$ cat config.mk
export PLATFORM = sky130hd
export DESIGN_NAME = gf_divider
export DESIGN_NICKNAME = d
export VERILOG_FILES = /design/src/rtl/gf_div_pkg.sv /design/src/rtl/gf_div_step.sv /design/src/rtl/gf_div_ctr.sv /design/src/rtl/gf_divider.sv
export SDC_FILE = /design/constraint.sdc
export NUM_CORES = 2
export LEC_CHECK = 0
export BUFFER_PORTS_ARGS = -buffer_cell sky130_fd_sc_hd__buf_2
export CORE_MARGIN = 2
export CORE_UTILIZATION = 55
export CTS_CLUSTER_DIAMETER = 40
export DETAILED_ROUTE_END_ITERATION = 8
export GPL_ROUTABILITY_DRIVEN = 0
export PLACE_DENSITY = 0.76
export SLEW_MARGIN = 20
export SYNTH_ARGS = -nofsm -noshare
export SYNTH_HDL_FRONTEND = slang
export SYNTH_SLANG_ARGS = --single-unit
$ cat constraint.sdc
create_clock -name clk -period 2.8 [get_ports clk]
set_input_delay 0.56 -clock clk [delete_from_list [all_inputs] [get_ports clk]]
set_output_delay 0.56 -clock clk [all_outputs]
set_load 0.02 [all_outputs]
$ cat src/rtl/gf_div_pkg.sv
package gf_div_pkg;
    typedef enum logic [1:0] {
        ST_IDLE = 2'd0,
        ST_RUN  = 2'd1,
        ST_DONE = 2'd2
    } div_state_t;
endpackage

$ cat src/rtl/gf_div_step.sv
// One iteration of the right-shifting extended binary GCD, carrying the dividend.
module gf_div_step #(
    parameter int        M    = 163,
    parameter logic [M:0] POLY = {1'b1, (M)'('hC9)},
    parameter int        DW   = 11
) (
    input  logic [M-1:0]          a_i,
    input  logic [M:0]            b_i,
    input  logic [M-1:0]          u_i,
    input  logic [M-1:0]          v_i,
    input  logic signed [DW-1:0]  d_i,
    output logic [M-1:0]          a_o,
    output logic [M:0]            b_o,
    output logic [M-1:0]          u_o,
    output logic [M-1:0]          v_o,
    output logic signed [DW-1:0]  d_o
);
    logic         odd;
    logic         swap;
    logic [M:0]   a_sum;
    logic [M-1:0] u_sum;
    logic [M:0]   u_red;

    always_comb begin
        odd   = a_i[0];
        swap  = odd && d_i[DW-1];
        a_sum = odd ? ({1'b0, a_i} ^ b_i) : {1'b0, a_i};
        u_sum = odd ? (u_i ^ v_i) : u_i;
        u_red = u_sum[0] ? ({1'b0, u_sum} ^ POLY) : {1'b0, u_sum};
        a_o   = a_sum[M:1];
        u_o   = u_red[M:1];
        b_o   = swap ? {1'b0, a_i} : b_i;
        v_o   = swap ? u_i : v_i;
        d_o   = (swap ? -d_i : d_i) - DW'(1);
    end
endmodule

$ cat src/rtl/gf_div_ctr.sv
// Iteration counter; flags the final iteration of a fixed-length run.
module gf_div_ctr #(
    parameter int LIMIT = 325,
    localparam int CW   = $clog2(LIMIT + 1)
) (
    input  logic clk,
    input  logic rst_n,
    input  logic clr,
    input  logic en,
    output logic last
);
    logic [CW-1:0] cnt_q;

    always_ff @(posedge clk or negedge rst_n) begin
        if (!rst_n)
            cnt_q <= '0;
        else if (clr)
            cnt_q <= '0;
        else if (en)
            cnt_q <= cnt_q + CW'(1);
    end

    always_comb last = (cnt_q == CW'(LIMIT - 1));
endmodule

$ cat src/rtl/gf_divider.sv
module gf_divider
    import gf_div_pkg::*;
#(
    parameter int        M    = 163,
    parameter logic [M:0] POLY = {1'b1, (M)'('hC9)}
) (
    input  logic         clk,
    input  logic         rst_n,
    input  logic         start,
    input  logic [M-1:0] dividend,
    input  logic [M-1:0] divisor,
    output logic [M-1:0] quotient,
    output logic         done
);
    localparam int LAT = 2 * M - 1;
    localparam int DW  = $clog2(2 * M) + 2;
    localparam int LW  = $clog2(LAT + 1) + 1;

    div_state_t state_q, state_n;
    logic       accept, last;

    logic [M-1:0]         a_q, u_q, v_q, quo_q;
    logic [M:0]           b_q;
    logic signed [DW-1:0] d_q;
    logic [M-1:0]         a_n, u_n, v_n;
    logic [M:0]           b_n;
    logic signed [DW-1:0] d_n;

    always_comb accept = start && (state_q != ST_RUN);

    // state register
    always_ff @(posedge clk or negedge rst_n) begin
        if (!rst_n) state_q <= ST_IDLE;
        else        state_q <= state_n;
    end

    always_comb begin
        state_n = state_q;
        unique case (state_q)
            ST_IDLE: if (start) state_n = ST_RUN;
            ST_RUN:  if (last)  state_n = ST_DONE;
            ST_DONE: state_n = start ? ST_RUN : ST_IDLE;
            default: state_n = ST_IDLE;
        endcase
    end

    // outputs
    always_comb begin
        done     = (state_q == ST_DONE);
        quotient = quo_q;
    end

    gf_div_ctr #(.LIMIT(LAT)) u_ctr (
        .clk  (clk),
        .rst_n(rst_n),
        .clr  (accept),
        .en   (state_q == ST_RUN),
        .last (last)
    );

    gf_div_step #(.M(M), .POLY(POLY), .DW(DW)) u_step (
        .a_i(a_q), .b_i(b_q), .u_i(u_q), .v_i(v_q), .d_i(d_q),
        .a_o(a_n), .b_o(b_n), .u_o(u_n), .v_o(v_n), .d_o(d_n)
    );

    always_ff @(posedge clk or negedge rst_n) begin
        if (!rst_n) begin
            a_q   <= '0;
            b_q   <= POLY;
            u_q   <= '0;
            v_q   <= '0;
            d_q   <= '1;
            quo_q <= '0;
        end else if (accept) begin
            a_q <= divisor;
            b_q <= POLY;
            u_q <= dividend;
            v_q <= '0;
            d_q <= '1;
        end else if (state_q == ST_RUN) begin
            a_q <= a_n;
            b_q <= b_n;
            u_q <= u_n;
            v_q <= v_n;
            d_q <= d_n;
            if (last) quo_q <= v_n;
        end
    end

    // cycles since acceptance, kept for the latency check
    logic [LW-1:0] lat_q;
    always_ff @(posedge clk or negedge rst_n) begin
        if (!rst_n)                  lat_q <= '0;
        else if (accept)             lat_q <= '0;
        else if (state_q == ST_RUN)  lat_q <= lat_q + LW'(1);
    end


    reset_clear_chk: assert property (@(posedge clk)
        !rst_n |=> (!done && quotient == '0));


    fixed_latency_chk: assert property (@(posedge clk) disable iff (!rst_n)
        done |-> (lat_q == LW'(LAT)));


    done_pulse_chk: assert property (@(posedge clk) disable iff (!rst_n)
        done |=> !done);


    quotient_hold_chk: assert property (@(posedge clk) disable iff (!rst_n)
        (state_q != ST_RUN) |=> $stable(quotient));


    run_ignores_start_chk: assert property (@(posedge clk) disable iff (!rst_n)
        (state_q == ST_RUN && !last) |=> (state_q == ST_RUN));


    modulus_odd_chk: assert property (@(posedge clk) disable iff (!rst_n)
        (state_q == ST_RUN) |-> b_q[0]);
endmodule

== After elaboration in Yosys (flattened, before gate mapping) ==
Index checks and enable logic that the tools add are counted.

* Register bits: 838
* Input port bits: 329
* Output and inout port bits: 164
* Logic and storage cells: 51

* $add $sub $neg: 3
* Equal/unequal tests: 6
* Mux-type cells: 22
* Bitwise logic cells: 4
* Reduce and logical (&&, ||, !) cells: 8

{| class="wikitable"
|+ Operators by type and width
! operator !! number
|-
| $mux 163 || 8
|-
| $mux 164 || 5
|-
| $xor 163x164->164 || 1
|-
| $xor 163x163->163 || 1
|-
| $mux 11 || 3
|-
| $mux 9 || 2
|-
| $neg 11->11 || 1
|-
| $sub 11x2->11 const B || 1
|-
| $add 9x1->9 const B || 1
|-
| $eq 9x9->1 const B || 1
|-
| $pmux 2 s3 || 1
|-
| $not 4->5 || 1
|-
| $mux 2 || 2
|-
| $ne 2x2->1 const B || 2
|-
| $reduce_and 2->1 || 2
|-
| $reduce_bool 2->1 || 2
|-
| $reduce_and 3->1 || 1
|-
| $eq 2x1->1 const B || 1
|-
| $eq 2x2->1 const B || 1
|-
| $logic_and 1x1->1 || 2
|-
| $logic_not 2->1 || 1
|-
| $ne 2x1->1 const B || 1
|-
| $mux 1 || 1
|-
| $not 1->1 || 1
|}

== Longest topological paths before layout ==
* Word-level depth: 6
* Gate-level depth with buffers: 10
* Depth with buffers taken out: 9

== Modules after synthesis ==
A second synthesis with hierarchy kept.

* Cells, all modules: 4375
* Area total of the unflattened synthesis: 50644.8 um2

{| class="wikitable"
|+ Modules (own cells, without submodules)
! module !! times used !! cells each !! area an instance (um2) !! seq. area each (um2)
|-
| gf_divider || 1 || 2512 || 41449.8 || 20764.9
|-
| gf_div_step || 1 || 1814 || 8702.1 || 0.0
|-
| gf_div_ctr || 1 || 49 || 493.0 || 225.2
|}

== Least setup slack after synthesis ==
No wires, ideal clock.

* Kind: reg2reg
* Start: reg d_q[0]
* End: reg d_q[7]
* Setup time: 0.094 ns
* Arrival: 2.449 ns
* Data required time: 2.706 ns
* Path slack: 0.256 ns
* Stages on the path, launching flop included: 9
* Buffers on the path: 1
* Period minus slack after synthesis: 2.544 ns
* Path through: dfstp_2 buf_2 inv_1 ha_1 o41ai_2 nand2_2 or3_1 nor3b_1 a311oi_1

* Word-level cells in the longest chain between the ends: 5

{| class="wikitable"
|+ Ends and longest elaborated chain
! element !! line !! RTL
|-
| from (decl) || gf_divider.sv:24 || <nowiki>logic signed [DW-1:0] d_q;</nowiki>
|-
| from (signal assigned) || gf_divider.sv:85 || <nowiki>d_q <= d_n;</nowiki>
|-
| $neg 11->11 || gf_div_step.sv:34 || <nowiki>d_o = (swap ? -d_i : d_i) - DW'(1);</nowiki>
|-
| $mux 11 (*) || gf_div_step.sv:34 ||
|-
| $sub 11x2->11 (*) || gf_div_step.sv:34 ||
|-
| $mux 11 (*) || gf_divider.sv:80 || <nowiki>end else if (state_q == ST_RUN) begin</nowiki>
|-
| $mux 11 (*) || gf_divider.sv:74 || <nowiki>end else if (accept) begin</nowiki>
|}

Mark *: on every way between the ends. The rest lies on a longest branch, timed or not. The select of a mux whose other input is x is not followed.
A chain may end at the register's enable or synchronous reset.

== Final worst setup path ==
* Start: reg d_q[0]
* End: reg d_q[5]

The elaborated chain is that of the path after synthesis.

==> impl_metrics.csv <==
group,metric,value,unit
routing,drc_errors,0,
setup_path,crit_cells,10,
worst_hold_path,hp-class,"primary input to register",
synthesis,syn_area,0.0391,sq mm
synthesis,yosysSeqAreaShare,0.537,
synthesis,yosysWarningCount,0,
setup_path,r2r_setup_slack,210,ps
layout,utilization,0.668,
clock_network,cts_resized,0,
synthesis,ys_types,49,
die,coreArea,0.0701,sq mm
timing,fmaxAchievable,0.387,GHz
global_routing,grt_max_degree,192,
placed_design,port_buffers,492,
placed_design,dpl.hpwl,61500,microns
clock_network,postCtsSetupRepairBufs,0,
routing,ant_nets,0,
timing,finalCriticalPeriod,2590,ps
timing,setup_viol,0,
setup_path,crit_buf_inv,2,
setup_path,endpoint_kind,"register",
global_routing,grt_pass1_vias,30600,
die,io_pins,493,
setup_path,path_cells,"inv_1 > ha_1 > nor2b_1 > o211ai_1 > o41ai_2 > buf_4 > a31o_2 > a221oi_1 > a31oi_1 > o31a_1",
timing,tightest_slew,1240,ps
layout,nets,4624,
clock_network,hold_buffers,1,
synthesis,syn_avg_cell_area,9.99,sq um
clock_network,cts_tree,"done",
synthesis,synthesis.nets,4242,
power,peakVddDrop,0.527,mV
outcome,outcome,"complete, no violations",
setup_path,path_max_fanout,9,
timing,skew,24.2,ps
setup_path,cp-start-kind,"register",
setup_path,crit_path_max_incr_delay,620,ps
setup_path,path_class,"register to register",
setup_path,cp_data_arrival_time,3170,ps
timing,relSlewSlack,0.171,
timing,slew_viol_final,0,
setup_path,critPathRequiredTime,3380,ps
setup_path,cp_top_family,"compound AO/OA/AOI/OAI gates",
die,initial_core_util,0.557,
die,die_area,0.0732,sq mm
die,rows,97,
power,cellLeakagePower,0.0223,uW
clock_network,cts.htree.levels,3,
global_routing,gr-total-overflow,0,
global_routing,antenna_found_initial,22,
routing,post_drt_wl_per_cell,19.3,microns
setup_path,crit_slowest_cell,"dfstp_2",
die,die_h,270,microns
setup_path,critical_path.endpoint,"d_q[5]$_DFFE_PN1P_",
clock_network,insertion_delay,670,ps
timing,period_share,0.923,
timing,whs,179,ps
global_routing,gr-usage-all-layers,0.278,
routing,first_pass_iters,8,
job,cap_violations,0,
synthesis,ys.flop_type,"dfrtp_1",
clock_network,cts.sinks,837,
timing,rsz0062_at_grt,"no",
clock_network,path_clk_slew,60,ps
setup_path,r2r-end,"d_q[5]$_DFFE_PN1P_",
setup_path,startpoint,"d_q[0]$_DFFE_PN1P_",
synthesis,synth-seq-cells,837,
synthesis,syn_inst,3910,
setup_path,reg2reg_depth,10,
routing,wirelength,103000,microns
routing,drt_iter0_markers,2811,
layout,syn2layout_area_growth,20.0,%
timing,setup_tns,0,ps
routing,viasPerCell,5.78,
clock_network,clockBufferDepth,3,
layout,drive_gt1_frac,0.183,
synthesis,synth-edff-count,0,
clock_network,cts_buffers,119,
power,cellPowerDensity,725,mW/mm^2
synthesis,synth_async_sr_flop_share,1.00,
routing,num_vias,30900,
clock_network,cts-root-buf,"clkbuf_16",
timing,hold_violations,0,
setup_path,r2r_start,"d_q[0]$_DFFE_PN1P_",
die,die_x,270,microns
global_routing,grt_pass1_wl,167000,microns
==> how the worst min path moves through the flow <==
stage,from,to,cells after the start
3_3_place_gp,u_ctr.cnt_q[6]$_DFFE_PN0P_,u_ctr.cnt_q[6]$_DFFE_PN0P_,1
3_5_place_dp,b_q[34]$_DFFE_PN0P_,b_q[34]$_DFFE_PN0P_,1
5_1_grt,divisor[56],a_q[56]$_DFFE_PN0P_,3
6_report,divisor[110],a_q[110]$_DFFE_PN0P_,3
4_1_cts,divisor[102],a_q[102]$_DFFE_PN0P_,3
2_1_floorplan,rst_n,a_q[0]$_DFFE_PN0P_,0
==> tightest hold or removal path, cell delays in order <==
cell     delay (ps)
buf_2            70
mux2i_1          50
o21ai_0         130
==> state kept, by name (all words and copies together), names as in the netlist <==
register,flops
a_q,163
b_q,163
quotient,163
u_q,163
v_q,163
d_q,11
u_ctr.cnt_q,9
state_q,2
==> synth_stat cells, drive strengths merged (3+ instances only) <==
cell	count	area, sq um
nand2	997	3740
dfrtp	822	20600
o21ai	345	1730
mux2i	328	3280
xnor2	327	2860
a22o	322	2820
clkbuf	224	841
nor2	183	687
a31oi	170	1060
buf	78	372
a21oi	17	85.1
dfstp	15	394
nand3	9	45.0
nor3	8	51.3
inv	6	22.5
xor2	6	52.6
nor2b	5	31.3
o22a	4	35.0
o31ai	4	30.0
ha	3	37.5
nand2b	3	18.8
nand4	3	18.8
o211ai	3	22.5
==> cell families (layout without fill, tap and decap cells) <==
| group | after synthesis | count (layout) | synth area share |
|---|---|---|---|
| other | 0 | 18 | 0 |
| flip-flops | 837 | 837 | 0.537 |
| multiplexers | 328 | 328 | 0.0841 |
| AND/OR/NAND/NOR | 1222 | 1222 | 0.120 |
| adder cells (fa/ha/maj) | 3 | 3 | 0.000961 |
| AO/OA/AOI/OAI | 879 | 879 | 0.152 |
| XOR/XNOR | 333 | 333 | 0.0747 |
| buffers and inverters | 308 | 793 | 0.0316 |
==> per-layer routing <==
layer | track usage | vias to the layer above | wire length [microns]
met1 | 0.387 | 15400 | 43900
met3 | 0.0418 | 246 | 5890
met4 | 0.132 | 6 | 4310
met5 | 0 | - | 39
li1 | - | 14200 | -
met2 | 0.432 | 1087 | 48900
==> through the flow <==
stage	area (sq um)	total power, uW	instances	setup WS [ps]
4_1_cts	46800	34200	5335	264
2_1_floorplan	39100	16900	3910	256
5_1_grt	46900	35400	5353	114
6_report	46900	34000	5353	215
3_3_place_gp	42500	18100	5110	325
3_5_place_dp	42500	18200	5110	263
==> cells in the final DEF, fill, tap and decap left out, types with 4 or more instances in the layout <==
cell type | netlist | routed
clkbuf_1 | 224 | 12
clkbuf_8 | 0 | 12
clkinvlp_4 | 0 | 20
clkinv_2 | 0 | 12
dfstp_2 | 15 | 15
inv_6 | 0 | 13
o31ai_1 | 4 | 4
a21oi_1 | 17 | 16
a22o_1 | 322 | 322
buf_12 | 0 | 37
bufinv_16 | 0 | 17
buf_4 | 0 | 33
a31oi_1 | 170 | 170
nor2_1 | 183 | 182
clkinv_4 | 0 | 10
xnor2_1 | 327 | 327
o22a_1 | 4 | 4
dfrtp_1 | 822 | 821
mux2i_1 | 328 | 328
xor2_1 | 6 | 6
buf_2 | 57 | 490
clkbuf_16 | 0 | 121
nor2b_1 | 5 | 4
nor3_1 | 7 | 6
nand2_1 | 996 | 995
diode_2 | 0 | 18
nand3_1 | 9 | 9
o21ai_0 | 345 | 345
inv_1 | 6 | 6
==> final cells by class <==
cell class	instances	area (sq um)
diodes	18	45.0
well taps	940	1180
inverters	6	22.5
repair buffers	563	3480
flip-flops and latches	837	21000
multi-input cells	2765	16900
clock buffers	145	3240
fillers	5336	23300
clock inverters	79	1040
==> power breakdown <==
part | internal (uW) | switching (uW) | leakage [uW] | total [uW]
registers | 13200 | 1250 | 0.0105 | 14400
clock network | 9920 | 5980 | 0.00204 | 15900
logic | 1790 | 1880 | 0.00978 | 3670
Note: power is estimated with default switching activity, not from simulation.
